===== src/rtl/clkseq_pkg.sv =====
package clkseq_pkg;

  typedef enum logic [2:0] {
    ST_OFF   = 3'd0,
    ST_OSC   = 3'd1,
    ST_LOCK  = 3'd2,
    ST_RUN   = 3'd3,
    ST_STOP  = 3'd4,
    ST_SLEEP = 3'd5
  } seq_state_e;

  typedef enum logic [2:0] {
    RQ_NONE,
    RQ_WAKE,
    RQ_OSC_OFF,
    RQ_CLK_OFF,
    RQ_PLL_OFF,
    RQ_CLK_ON,
    RQ_BAD
  } req_kind_e;

  // request word bit positions
  localparam int unsigned B_OSC = 0;
  localparam int unsigned B_PLL = 1;
  localparam int unsigned B_CLK = 2;

  function automatic int unsigned ceil_div(int unsigned num, int unsigned den);
    return (num + den - 1) / den;
  endfunction

  // cycles needed to cover a gap in picoseconds, never below one
  function automatic int unsigned gap_cycles(int unsigned gap_ps, int unsigned period_ps);
    int unsigned c;
    c = ceil_div(gap_ps, period_ps);
    return (c < 1) ? 1 : c;
  endfunction

endpackage


===== src/rtl/clkseq_down_cnt.sv =====
module clkseq_down_cnt #(
  parameter int unsigned W = 8
) (
  input  logic         clk,
  input  logic         rst_n,
  input  logic         load,
  input  logic [W-1:0] load_val,
  input  logic         dec,
  output logic         zero
);
  logic [W-1:0] cnt_q;

  always_ff @(posedge clk or negedge rst_n) begin
    if (!rst_n)
      cnt_q <= '0;
    else if (load)
      cnt_q <= load_val;
    else if (dec && cnt_q != '0)
      cnt_q <= cnt_q - 1'b1;
  end

  assign zero = (cnt_q == '0);
endmodule


===== src/rtl/clkseq_req_decode.sv =====
module clkseq_req_decode
  import clkseq_pkg::*;
(
  input  seq_state_e st,
  input  logic [2:0] wdata,
  output req_kind_e  kind
);
  always_comb begin
    kind = RQ_BAD;
    unique case (st)
      ST_OFF, ST_SLEEP: begin
        if (wdata == 3'b001)      kind = RQ_WAKE;
        else if (wdata == 3'b000) kind = RQ_OSC_OFF;
        else                      kind = RQ_BAD;
      end
      ST_OSC, ST_LOCK: begin
        // PLL is on or about to come on: the oscillator must stay up
        kind = wdata[B_OSC] ? RQ_NONE : RQ_BAD;
      end
      ST_RUN: begin
        if (wdata == 3'b111)      kind = RQ_NONE;
        else if (wdata == 3'b011) kind = RQ_CLK_OFF;
        else                      kind = RQ_BAD;
      end
      ST_STOP: begin
        if (wdata == 3'b011)      kind = RQ_NONE;
        else if (wdata == 3'b001) kind = RQ_PLL_OFF;
        else if (wdata == 3'b111) kind = RQ_CLK_ON;
        else                      kind = RQ_BAD;
      end
      default: kind = RQ_BAD;
    endcase
  end
endmodule


===== src/rtl/clk_seq_ctrl.sv =====
module clk_seq_ctrl
  import clkseq_pkg::*;
#(
  parameter int unsigned REF_PERIOD_PS = 10000,
  parameter int unsigned STOP_GAP_PS   = 60000,
  parameter int unsigned LOCK_CYC      = 256
) (
  input  logic       clk,
  input  logic       rst_n,
  input  logic       ctl_wr,
  input  logic [2:0] ctl_wdata,
  input  logic       err_clr,
  input  logic       sleep_allow,
  input  logic       act_in,
  output logic       osc_on,
  output logic       pll_on,
  output logic       clk_on,
  output logic [2:0] state_o,
  output logic       seq_err,
  output logic       act_sts
);
  localparam int unsigned GAP_CYC = gap_cycles(STOP_GAP_PS, REF_PERIOD_PS);
  localparam int unsigned LOCK_W  = $clog2(LOCK_CYC + 1);
  localparam int unsigned GAP_W   = $clog2(GAP_CYC + 1);

  seq_state_e st_q, st_d;
  logic osc_q, osc_d, pll_q, pll_d, clk_q, clk_d;
  logic err_q, err_d, pend_q, pend_d, act_q;

  req_kind_e kind;
  logic      lock_zero, gap_zero;

  // named internal events
  logic clk_stop_ok, wr_bad, wake_done, gap_done, pll_off_req, pll_off_fire, resume;

  clkseq_req_decode u_dec (
    .st    (st_q),
    .wdata (ctl_wdata),
    .kind  (kind)
  );

  clkseq_down_cnt #(.W(LOCK_W)) u_lock_cnt (
    .clk      (clk),
    .rst_n    (rst_n),
    .load     (st_q == ST_OSC),
    .load_val (LOCK_W'(LOCK_CYC - 1)),
    .dec      (st_q == ST_LOCK),
    .zero     (lock_zero)
  );

  clkseq_down_cnt #(.W(GAP_W)) u_gap_cnt (
    .clk      (clk),
    .rst_n    (rst_n),
    .load     (ctl_wr && kind == RQ_CLK_OFF && clk_stop_ok),
    .load_val (GAP_W'(GAP_CYC - 1)),
    .dec      (st_q == ST_STOP),
    .zero     (gap_zero)
  );

  assign clk_stop_ok  = sleep_allow && !act_in;
  assign wr_bad       = ctl_wr && (kind == RQ_BAD || (kind == RQ_CLK_OFF && !clk_stop_ok));
  assign wake_done    = (st_q == ST_LOCK) && lock_zero;
  assign gap_done     = (st_q == ST_STOP) && gap_zero;
  assign resume       = ctl_wr && kind == RQ_CLK_ON;
  assign pll_off_req  = pend_q || (ctl_wr && kind == RQ_PLL_OFF);
  assign pll_off_fire = gap_done && pll_off_req && !resume;

  always_comb begin
    st_d   = st_q;
    osc_d  = osc_q;
    pll_d  = pll_q;
    clk_d  = clk_q;
    pend_d = pend_q;
    unique case (st_q)
      ST_OFF, ST_SLEEP: begin
        if (ctl_wr && kind == RQ_WAKE) begin
          osc_d = 1'b1;
          st_d  = ST_OSC;
        end else if (ctl_wr && kind == RQ_OSC_OFF) begin
          osc_d = 1'b0;
        end
      end
      ST_OSC: begin
        pll_d = 1'b1;
        st_d  = ST_LOCK;
      end
      ST_LOCK: begin
        if (wake_done) begin
          clk_d = 1'b1;
          st_d  = ST_RUN;
        end
      end
      ST_RUN: begin
        if (ctl_wr && kind == RQ_CLK_OFF && clk_stop_ok) begin
          clk_d = 1'b0;
          st_d  = ST_STOP;
        end
      end
      ST_STOP: begin
        if (resume) begin
          clk_d  = 1'b1;
          pend_d = 1'b0;
          st_d   = ST_RUN;
        end else if (pll_off_fire) begin
          pll_d  = 1'b0;
          pend_d = 1'b0;
          st_d   = ST_SLEEP;
        end else if (pll_off_req) begin
          pend_d = 1'b1;
        end
      end
      default: begin
        st_d  = ST_OFF;
        osc_d = 1'b0;
        pll_d = 1'b0;
        clk_d = 1'b0;
      end
    endcase
    if (wr_bad)       err_d = 1'b1;
    else if (err_clr) err_d = 1'b0;
    else              err_d = err_q;
  end

  always_ff @(posedge clk or negedge rst_n) begin
    if (!rst_n) begin
      st_q   <= ST_OFF;
      osc_q  <= 1'b0;
      pll_q  <= 1'b0;
      clk_q  <= 1'b0;
      err_q  <= 1'b0;
      pend_q <= 1'b0;
      act_q  <= 1'b0;
    end else begin
      st_q   <= st_d;
      osc_q  <= osc_d;
      pll_q  <= pll_d;
      clk_q  <= clk_d;
      err_q  <= err_d;
      pend_q <= pend_d;
      act_q  <= act_in;
    end
  end

  assign osc_on  = osc_q;
  assign pll_on  = pll_q;
  assign clk_on  = clk_q;
  assign state_o = st_q;
  assign seq_err = err_q;
  assign act_sts = act_q;
endmodule


===== config.mk =====
export PLATFORM = sky130hd
export DESIGN_NAME = clk_seq_ctrl
export DESIGN_NICKNAME = d
export VERILOG_FILES = /design/src/rtl/clkseq_pkg.sv /design/src/rtl/clkseq_down_cnt.sv /design/src/rtl/clkseq_req_decode.sv /design/src/rtl/clk_seq_ctrl.sv
export SDC_FILE = /design/constraint.sdc
export NUM_CORES = 1
export LEC_CHECK = 0
export BUFFER_PORTS_ARGS = -buffer_cell sky130_fd_sc_hd__buf_2
export CAP_MARGIN = 10
export CORE_AREA = 2 2 61 63
export CTS_CLUSTER_SIZE = 20
export DETAILED_ROUTE_END_ITERATION = 8
export DIE_AREA = 0 0 63 65
export PLACE_DENSITY = 0.68
export SLEW_MARGIN = 20
export SYNTH_ARGS = -nofsm -noshare
export SYNTH_HDL_FRONTEND = slang
export SYNTH_HIERARCHICAL = 1
export SYNTH_SLANG_ARGS = --single-unit

===== constraint.sdc =====
create_clock -name clk -period 5.79 [get_ports clk]
set_input_delay 0.2895 -clock clk [delete_from_list [all_inputs] [get_ports clk]]
set_output_delay 0.2895 -clock clk [all_outputs]
set_load 0.01 [all_outputs]

# == Yosys cells after proc, flatten, opt, wreduce, memory -nomap -nowiden ==
# Index checks and enable logic that the tools add are counted.
# op_classes
muxes,34
n_bitwise,3
n_reduce_logical,40
eq_ne,22
addsub,2
# op_table
cell,n
3-bit 2-to-1 mux,14
"3-bit equality test, second input constant",6
9-bit 2-to-1 mux,2
"3-bit by 2-bit equality test with 1-bit output, second input constant",5
1-bit logical AND,15
3-bit one-hot mux with 5 select lines,1
1-bit 2-to-1 mux,12
3-bit one-hot mux with 4 select lines,1
"2-bit inequality test, second input constant",5
"3-bit by 1-bit equality test with 1-bit output, second input constant",3
3-bit logical NOT,3
9-bit logical NOT,1
9-bit nonzero test,1
"9-bit by 1-bit subtractor with 9-bit output, second input constant",1
4-bit AND reduction,2
4-bit OR reduction,2
"3-bit inequality test, second input constant",2
2-bit nonzero test,3
3-bit nonzero test,2
1-bit one-hot mux with 4 select lines,1
2-bit AND reduction,2
2-bit OR reduction,2
1-bit logical NOT,3
1-bit inverter,3
other kinds (8),9
# word_totals
word_cells,110
in_bits,9
reg_bits,21
out_inout_bits,8

# == Depth between registers and ports, before layout ==
# Gate-level depths: netlist of run 1.
# depth
word_depth,13
depth_mapped,9
depth_no_buf,7

# == Cells and area by module ==
# Netlist of run 1, hierarchy kept.
# by_module_without_submodules
module,area_each_um2,seq_area_each_um2,cells_per_inst,n_inst
clk_seq_ctrl,670.6,225.2,79,1
clkseq_down_cnt (u_lock_cnt),624.3,225.2,75,1
clkseq_down_cnt (u_gap_cnt),190.2,75.1,19,1
clkseq_req_decode,180.2,0.0,26,1

# == Worst setup path after synthesis of run 1 ==
# Ideal clock, no wire load.
# synth_path
kind,register to register
from,"reg st_q[0], in the netlist state_o[0]"
to,reg u_gap_cnt.cnt_q[1]
synth_period_minus_slack_ns,2.228
stages_incl_launch_ff,8
n_path_buf,0
arrival_time_ns,2.079
slack_ns,3.562
setup_time_ns,0.149
required_time_ns,5.641
path_cell_list,dfrtp_1 or3b_1 a211oi_2 o31a_1 nand4b_1 nor3_2 or4b_1 o311ai_1
# synth_via
elab_chain_len,7
elab_cells_between_ends,15
cone_classes,6 x eq/ne; 2 x mux; 7 x reduce/logical
# synth_lines
item,line_no,rtl
start: declaration,clk_seq_ctrl.sv:26,"seq_state_e st_q, st_d;"
start signal: assignment,clk_seq_ctrl.sv:134,st_q <= st_d;
3-bit by 2-bit equality test with 1-bit output (tied with other cells),clkseq_req_decode.sv:10,unique case (st)
2-bit OR reduction (on tied branches),--,
3-bit one-hot mux with 4 select lines (*),clkseq_req_decode.sv:10,
via kind[0],clk_seq_ctrl.sv:30,req_kind_e kind;
3-bit by 2-bit equality test with 1-bit output (*),clk_seq_ctrl.sv:54,".load (ctl_wr && kind == RQ_CLK_OFF && clk_stop_ok),"
1-bit logical AND (*) (2 in series),clk_seq_ctrl.sv:54,
3-bit 2-to-1 mux or 2-bit nonzero test (tied branches),--,
end signal: assignment,clkseq_down_cnt.sv:17,cnt_q <= load_val;
end signal: assignment,clkseq_down_cnt.sv:19,cnt_q <= cnt_q - 1'b1;
end: declaration,clkseq_down_cnt.sv:11,logic [W-1:0] cnt_q;
# Mark *: on every way through the listed nets, which the timed path passes. The rest lies on a longest branch.
# A chain may end at the register's enable or synchronous reset.

# == Final worst setup path of run 1 ==
# layout_path
from,"reg st_q[0], in the netlist state_o[0]"
to,reg u_gap_cnt.cnt_q[2]
# Same word-level chain as after synthesis.

==> results.md, run 1 <==
- Status: completed
- Leakage: 0.780 nW
- Synth Register Bits: 21
- Yosys cell types: between 50 and 60
- Finished Layout Cells: 267
- PwrDens: 324 nW/um2
- Total gr overflow: 0
- Comb pwr share: 42.3%
- Post-synthesis sequential area ratio: 31.6%
- PortBufs: 16
- # setup viols final: 0
- Vias in the first global route: about 1400
- Cells after DPL: 262
- Site Rows: 22
- GRT Util Overall: 18.3%
- Routed WL: 3.45 mm
- Share of layout cells above drive strength 1: 14.2%
- Setup crit end kind: register
- Drt wl/cell: 12.9 um
- GRT busiest layer: met2
- N_diodes: 0
- Internal cell power: around 0.34 mW
- Crit Path Category: register to register
- Mean Syn Cell Area: 8.37 um2
- Antenna violations before repair: 0
- Synth cell count leaders: dfrtp_1 (21), nand2_1 (20), nor2_1 (18)
- H-tree levels: 1
- Chip Height: ~65 um
- Total clock sinks: 21
- Synth top area share: 31.6%
- Max_slew headroom: 40.0%
- Fin. max-slew vios: 0
- F_max: between 300 and 400 MHz
- Post-route clock period utilization: 52.7%
- Ys async rst share: 100%
- Total power: a little under 0.6 mW
- Final setup TNS: 0 ps
- Pre-antenna DRT Iters: 4
- Final hold violations: 0
- Met3 Use GR: 2.26%
- Area Overhead vs Synth: 8.87%
- Worst path required time: 6010 ps
- Hold WS: 107 ps
- CTS tree: built
- Fillers: ~340
- Starting density of the core: a little under half
- Worst VDD drop: 0.000229 V
- First-pass GRT wire length: 6.11 mm
- Nets@finish: ~230
- WP data arrival: approximately 3300 ps
- Final min period: 3050 ps
- Die area: 4100 um2
- Clk pwr share: 12.5%
- Via count: 1463
- Post-synth EDFFs: 0
- Crit-path max FO: 28
- RSZ-0062 raised after global routing: no
- M2 GR Usage: 31.4%
- Antenna viol nets, final: 0
- Post-synth top area cell: dfrtp_1
- Largest net degree at the start of global routing: 30
- Core footprint: 3500 um2
- CTS buffer count: 3
- M1 GR Usage: about a quarter
- FF-to-FF setup slack: 2740 ps
- Dominant synthesized flop cell: dfrtp_1
- Worst Skew: roughly 2.4 ps
- Clock Latency Late Sink: 310 ps
- Synth Cell Area: 1670 um2
- Count leader, synth: dfrtp_1
- Final RePlAce weighted congestion: 0.820
- Syn Inst Count: between 150 and 200
- Worst hold path class: input pin to register
- Clock transition at path regs: 130 ps
- DRC viols: 0
- Synth area leaders: dfrtp_1 (32%), nand2_1 (4.5%), nor2_1 (4.1%)
- DP HPWL: approximately 2.4 mm
- Initial drt markers: 84
- Io pins: 17
- Yosys Warn Count: 6
- Die width: 63 um
- Critical path launch point type: register
- Switching pwr: 0.251 mW
- Drt via density: 5.48
- Max capacitance violation total: 0
- Sw Ratio: 42.6%
- Sequential share of power: 45.2%
- Final core utilization: between 50% and 60%
- Worst Max-Slew Pin Slew: 900 ps
- Clock Path Buffers: 2
- CTS root buf: clkbuf_4
==> cells by family (layout without fill, tap and decap cells) <==
| family | after synthesis | in the layout | synth area share (%) |
|---|---|---|---|
| other | 2 | 12 | 0.451 |
| AND/OR/NAND/NOR | 85 | 85 | 29.3 |
| buffers and inverters | 29 | 39 | 8.56 |
| flip-flops | 21 | 21 | 31.6 |
| adder cells (fa/ha/maj) | 3 | 3 | 2.25 |
| AO/OA/AOI/OAI | 59 | 59 | 27.9 |
==> sequential cells by signal, indices dropped and copies added (netlist names) <==
| signal | flops |
|---|---|
| seq_err | 1 |
| u_gap_cnt/cnt_q | 3 |
| osc_on | 1 |
| pend_q | 1 |
| pll_on | 1 |
| clk_on | 1 |
| act_sts | 1 |
| u_lock_cnt/cnt_q | 9 |
| state_o | 3 |
==> repair_timing <==
item,4_1_cts,5_1_grt
setup buffers,0,0
hold endpoints to repair,21,0
hold buffers,1,0
gates resized for setup,0,0
==> cells in the final DEF (no fill, tap or decap), drive strengths merged, types with 4 or more instances in the layout <==
master,count
dfrtp,21
nand2,20
nor2,18
buf,18
inv,16
conb,12
o211ai,8
a21oi,7
nand3,7
o21ai,7
nand3b,6
nand2b,5
o311ai,5
or4b,5
nor2b,4
o2111ai,4
nor3,4
==> cell type report <==
class	count	area [um2]	area share (%)
Clock inverter	1	5.00	0.276
Clock buffer	3	22.5	1.24
Timing Repair Buffer	19	105	5.80
Tap cell	48	60.1	3.31
Inverter	16	60.1	3.31
Multi-Input combinational cell	159	1030	57.1
Sequential cell	21	526	29.0
==> path summary, 6_finish.rpt <==
kind                             from                  to  depth (start not counted)
hold reg to reg                clk_on              clk_on                          1
setup reg to reg           state_o[0]  u_gap_cnt/cnt_q[2]                          6
setup / recovery           state_o[0]  u_gap_cnt/cnt_q[2]                          6
hold / removal                 act_in             act_sts                          1
max in group asynchronous       rst_n          state_o[0]                          2
min in group asynchronous       rst_n             seq_err                          2
==> worst max-delay path, cell delays in order, from the launching register on <==
cell,delay (ps)
dfrtp_1,890
nand2b_1,160
a41o_1,270
a21oi_1,690
nor3_2,290
or4b_1,580
o311ai_1,80
==> power by group through the flow <==
| stage | logic, mW | registers, mW | clock network, mW |
|---|---|---|---|
| final | 0.249 | 0.266 | 0.0733 |
| after detailed placement | 0.249 | 0.269 | 0 |
| after global routing | 0.288 | 0.277 | 0.0837 |
| after floorplan | 0.221 | 0.243 | 0 |
| after CTS | 0.251 | 0.265 | 0.0785 |
| after global placement | 0.249 | 0.268 | 0 |
==> layer usage <==
metal | wire [um] | vias to the layer above
li1 | - | 769
met1 | 1690 | 676
met2 | 1680 | 16
met3 | 74 | 2
met4 | 18 | 0
met5 | 0 | -
==> through the flow <==
stage | instance area (um2) | setup WS, ps
2_1_floorplan | 1700 | 3560
3_3_place_gp | 1780 | 2920
3_5_place_dp | 1780 | 2800
4_1_cts | 1810 | 2790
5_1_grt | 1810 | 2500
6_report | 1810 | 2740
No activity file was read; power rests on OpenSTA's default activity.
==> run 2, diff against run 1 <==
--- a/config.mk
+++ b/config.mk
@@ -5,13 +5,14 @@
 export SDC_FILE = /design/constraint.sdc
 export NUM_CORES = 1
 export LEC_CHECK = 0
+export ABC_AREA = 1
 export BUFFER_PORTS_ARGS = -buffer_cell sky130_fd_sc_hd__buf_2
 export CAP_MARGIN = 10
 export CORE_AREA = 2 2 61 63
 export CTS_CLUSTER_SIZE = 20
 export DETAILED_ROUTE_END_ITERATION = 8
 export DIE_AREA = 0 0 63 65
-export PLACE_DENSITY = 0.68
+export PLACE_DENSITY = 0.7
 export SLEW_MARGIN = 20
 export SYNTH_ARGS = -nofsm -noshare
 export SYNTH_HDL_FRONTEND = slang
==> constraint.sdc (replaced) <==
create_clock -name clk -period 2.52 [get_ports clk]
set_input_delay 0.126 -clock clk [delete_from_list [all_inputs] [get_ports clk]]
set_output_delay 0.126 -clock clk [all_outputs]
set_load 0.01 [all_outputs]
==> results.md, run 2 <==
- Reg2reg start: state_o[2]
- Register Area: 526 um2 (unchanged)
- Die width: 63 um (unchanged)
- DP HPWL: 2.61 mm (+9.9%)
- Post-synthesis sequential area ratio: 31.7% (+0.095 points)
- Final RePlAce weighted congestion: 0.813 (-0.84%)
- WP data arrival: 2200 ps (-1070 ps)
- Site Rows: 22 (unchanged)
- Worst VDD drop: 0.000407 V (+77%)
- Worst Min Path Start: ctl_wr
- Worst Hold End: seq_err
- Worst hold path class: input pin to register
- Drt via density: 4.57 (-17%)
- Leakage: 1.06 nW (+36%)
- Setup slack at placement: 527 ps (-2270 ps)
- Synth top area share: 31.7% (+0.095 points)
- Antenna viol nets, final: 0 (unchanged)
- Worst r2r dst: u_lock_cnt/cnt_q[4]
- F_max: 505 MHz (+54%)
- Crit-path max FO: 12 (-57%)
- PwrDens: 1220 nW/um2 (+280%)
- FF-to-FF setup slack: 540 ps (-2200 ps)
- Synth cell count leaders: nand2_1 (82), inv_1 (37), nand3_1 (27)
- Drt wl/cell: 9.75 um (-25%)
- GRT Util Overall: 18.3% (+0.034 points)
- # setup viols final: 0 (unchanged)
- Mean Syn Cell Area: 6.39 um2 (-24%)
- Final worst slack: 538 ps (-2200 ps)
- R2R cell count: 10 (+4)
- Largest net degree at the start of global routing: 22 (-27%)
- Total clock sinks: 21 (unchanged)
- Yosys Warn Count: 6 (unchanged)
- Ys async rst share: 100% (unchanged)
- First-pass GRT wire length: 6.08 mm (-0.46%)
- Critical path launch point type: register
- Multi-input logic area: 988 um2 (-4.5%)
- DRC viols: 0 (unchanged)
- CTS buffer count: 3 (unchanged)
- Synth Cell Area: 1660 um2 (-0.30%)
- Status: completed
- Fillers: 336 (-1.8%)
- Vias in the first global route: 1428 (+5.6%)
- Worst path required time: 2740 ps (-3270 ps)
- Worst Skew: 11.4 ps (+9.06 ps)
- Post-CTS Setup Inserts: 0 (unchanged)
- Core footprint: 3500 um2 (unchanged)
- Die area: 4100 um2 (unchanged)
- Count leader, synth: nand2_1
- Pre-antenna DRT Iters: 4 (unchanged)
- Synth area leaders: dfrtp_1 (32%), nand2_1 (19%), inv_1 (8.4%)
- Crit Path Category: register to register
- RSZ-0062 raised after global routing: no
- CTS tree: built
- Commonest non-fill, non-tap cell in the layout: nand2_1
- Final min period: 1980 ps (-1070 ps)
- Starting density of the core: 47.5% (-0.14 points)
- Fin. max-slew vios: 0 (unchanged)
- Max reg flops: 9 (unchanged)
- CTS root buf: clkbuf_4
- Antenna violations before repair: 0 (unchanged)
- Synth Register Bits: 21 (unchanged)
- Max capacitance violation total: 0 (unchanged)
- Syn Inst Count: 260 (+31%)
- Chip Height: 65 um (unchanged)
- Post-route clock period utilization: 78.6% (+26 points)
- Routed WL: 3.31 mm (-4.1%)
- Total gr overflow: 0 (unchanged)
- Clock Latency Late Sink: 310 ps (about the same)
- N_diodes: 0 (unchanged)
- Hold Crit Depth: 3 (+2)
- Biggest register: u_lock_cnt/cnt_q
- Io pins: 17 (unchanged)
- Area Overhead vs Synth: 13.7%
- Most frequent cells in the layout: nand2_1 (82), inv_1 (37), nand3_1 (27)
- Nets@finish: 305 (+31%)
- Post-synth EDFFs: 0 (unchanged)
- H-tree levels: 1 (unchanged)
- Final setup TNS: 0 ps (unchanged)
- Share of layout cells above drive strength 1: 20.9% (+6.7 points)
- Setup crit end kind: register
- Final hold violations: 0 (unchanged)
- Yosys cell types: 26 (-56%)
- Clock transition at path regs: 130 ps (about the same)
- Dominant synthesized flop cell: dfrtp_1
- Post-synth top area cell: dfrtp_1
- Via count: 1553 (+6.2%)
- PortBufs: 16 (unchanged)
- Initial drt markers: 145 (+73%)
- Clock Path Buffers: 2 (unchanged)
run 2: report_power, final:
part           switching, mW  internal [mW]
clock                  0.109         0.0592
combinational          0.964          0.533
sequential             0.142          0.491
total                   1.21           1.08
run 2: layer usage:
| metal | up-vias | track usage (%) | part of all wire (%) | wire length [um] |
|---|---|---|---|---|
| met5 | - | 0 | 0 | 0 |
| met4 | 0 | 4.17 | 0.75 | 25 |
| met3 | 2 | 2.26 | 2.8 | 93 |
| met2 | 25 | 31.4 | 46 | 1540 |
| met1 | 668 | 24.7 | 50 | 1650 |
| li1 | 858 | - | - | - |
run 2: how the worst max path moves through the flow:
stage / startpoint / endpoint / slack, ps / cells past startpoint
after floorplan: state_o[2] / clk_on / 790 / 13
after global placement: state_o[2] / u_lock_cnt/cnt_q[4] / 560 / 10
after detailed placement: state_o[2] / u_lock_cnt/cnt_q[4] / 530 / 10
after CTS: state_o[2] / u_lock_cnt/cnt_q[4] / 520 / 10
after global routing: state_o[2] / u_lock_cnt/cnt_q[5] / 310 / 10
final: state_o[2] / u_lock_cnt/cnt_q[4] / 540 / 10
run 2: final cells by class:
| cell class | instances | area share, % |
|---|---|---|
| multi-input combinational | 202 | 52.4 |
| clock buffer | 3 | 1.19 |
| inverter | 45 | 8.95 |
| tap | 48 | 3.18 |
| timing repair buffer | 20 | 6.23 |
| sequential | 21 | 27.8 |
| clock inverter | 1 | 0.265 |
run 2: cells by family after synthesis:
| family | count (synthesis) | synth area share (%) |
|---|---|---|
| and+or+nand+nor | 165 | 46.4 |
| buffers and inverters | 47 | 11.1 |
| AOI/OAI and AO/OA | 21 | 7.61 |
| DFF | 21 | 31.7 |
| adders and majority gates | 3 | 2.26 |
| other | 2 | 0.452 |
| xor gates and xnor gates | 1 | 0.528 |
run 2: critical path: stages, from the launching register on:
cell,delay [ps]
dfrtp_1,510
inv_1,110
nand2_1,80
inv_1,110
nand2_1,110
inv_1,290
clkinv_1,170
nand2_2,280
inv_1,120
nand2_1,70
nand2_1,50
run 2: stage by stage:
step | total power, mW | utilization, % | hold slack (ps) | instance area, um2 | std cells
2_1_floorplan | 1.85 | - | -170 | 1700 | 270
3_3_place_gp | 2.12 | 52.4 | 113 | 1830 | 333
3_5_place_dp | 2.14 | 52.4 | 117 | 1830 | 333
4_1_cts | 2.32 | 54.0 | 118 | 1890 | 340
5_1_grt | 2.59 | 54.0 | 118 | 1890 | 340
6_report | 2.30 | 54.0 | 121 | 1890 | 340
run 2: repair_timing:
item                      4_1_cts  5_1_grt
resized for setup               0        0
hold buffers                    3        0
hold endpoints to repair       23        0
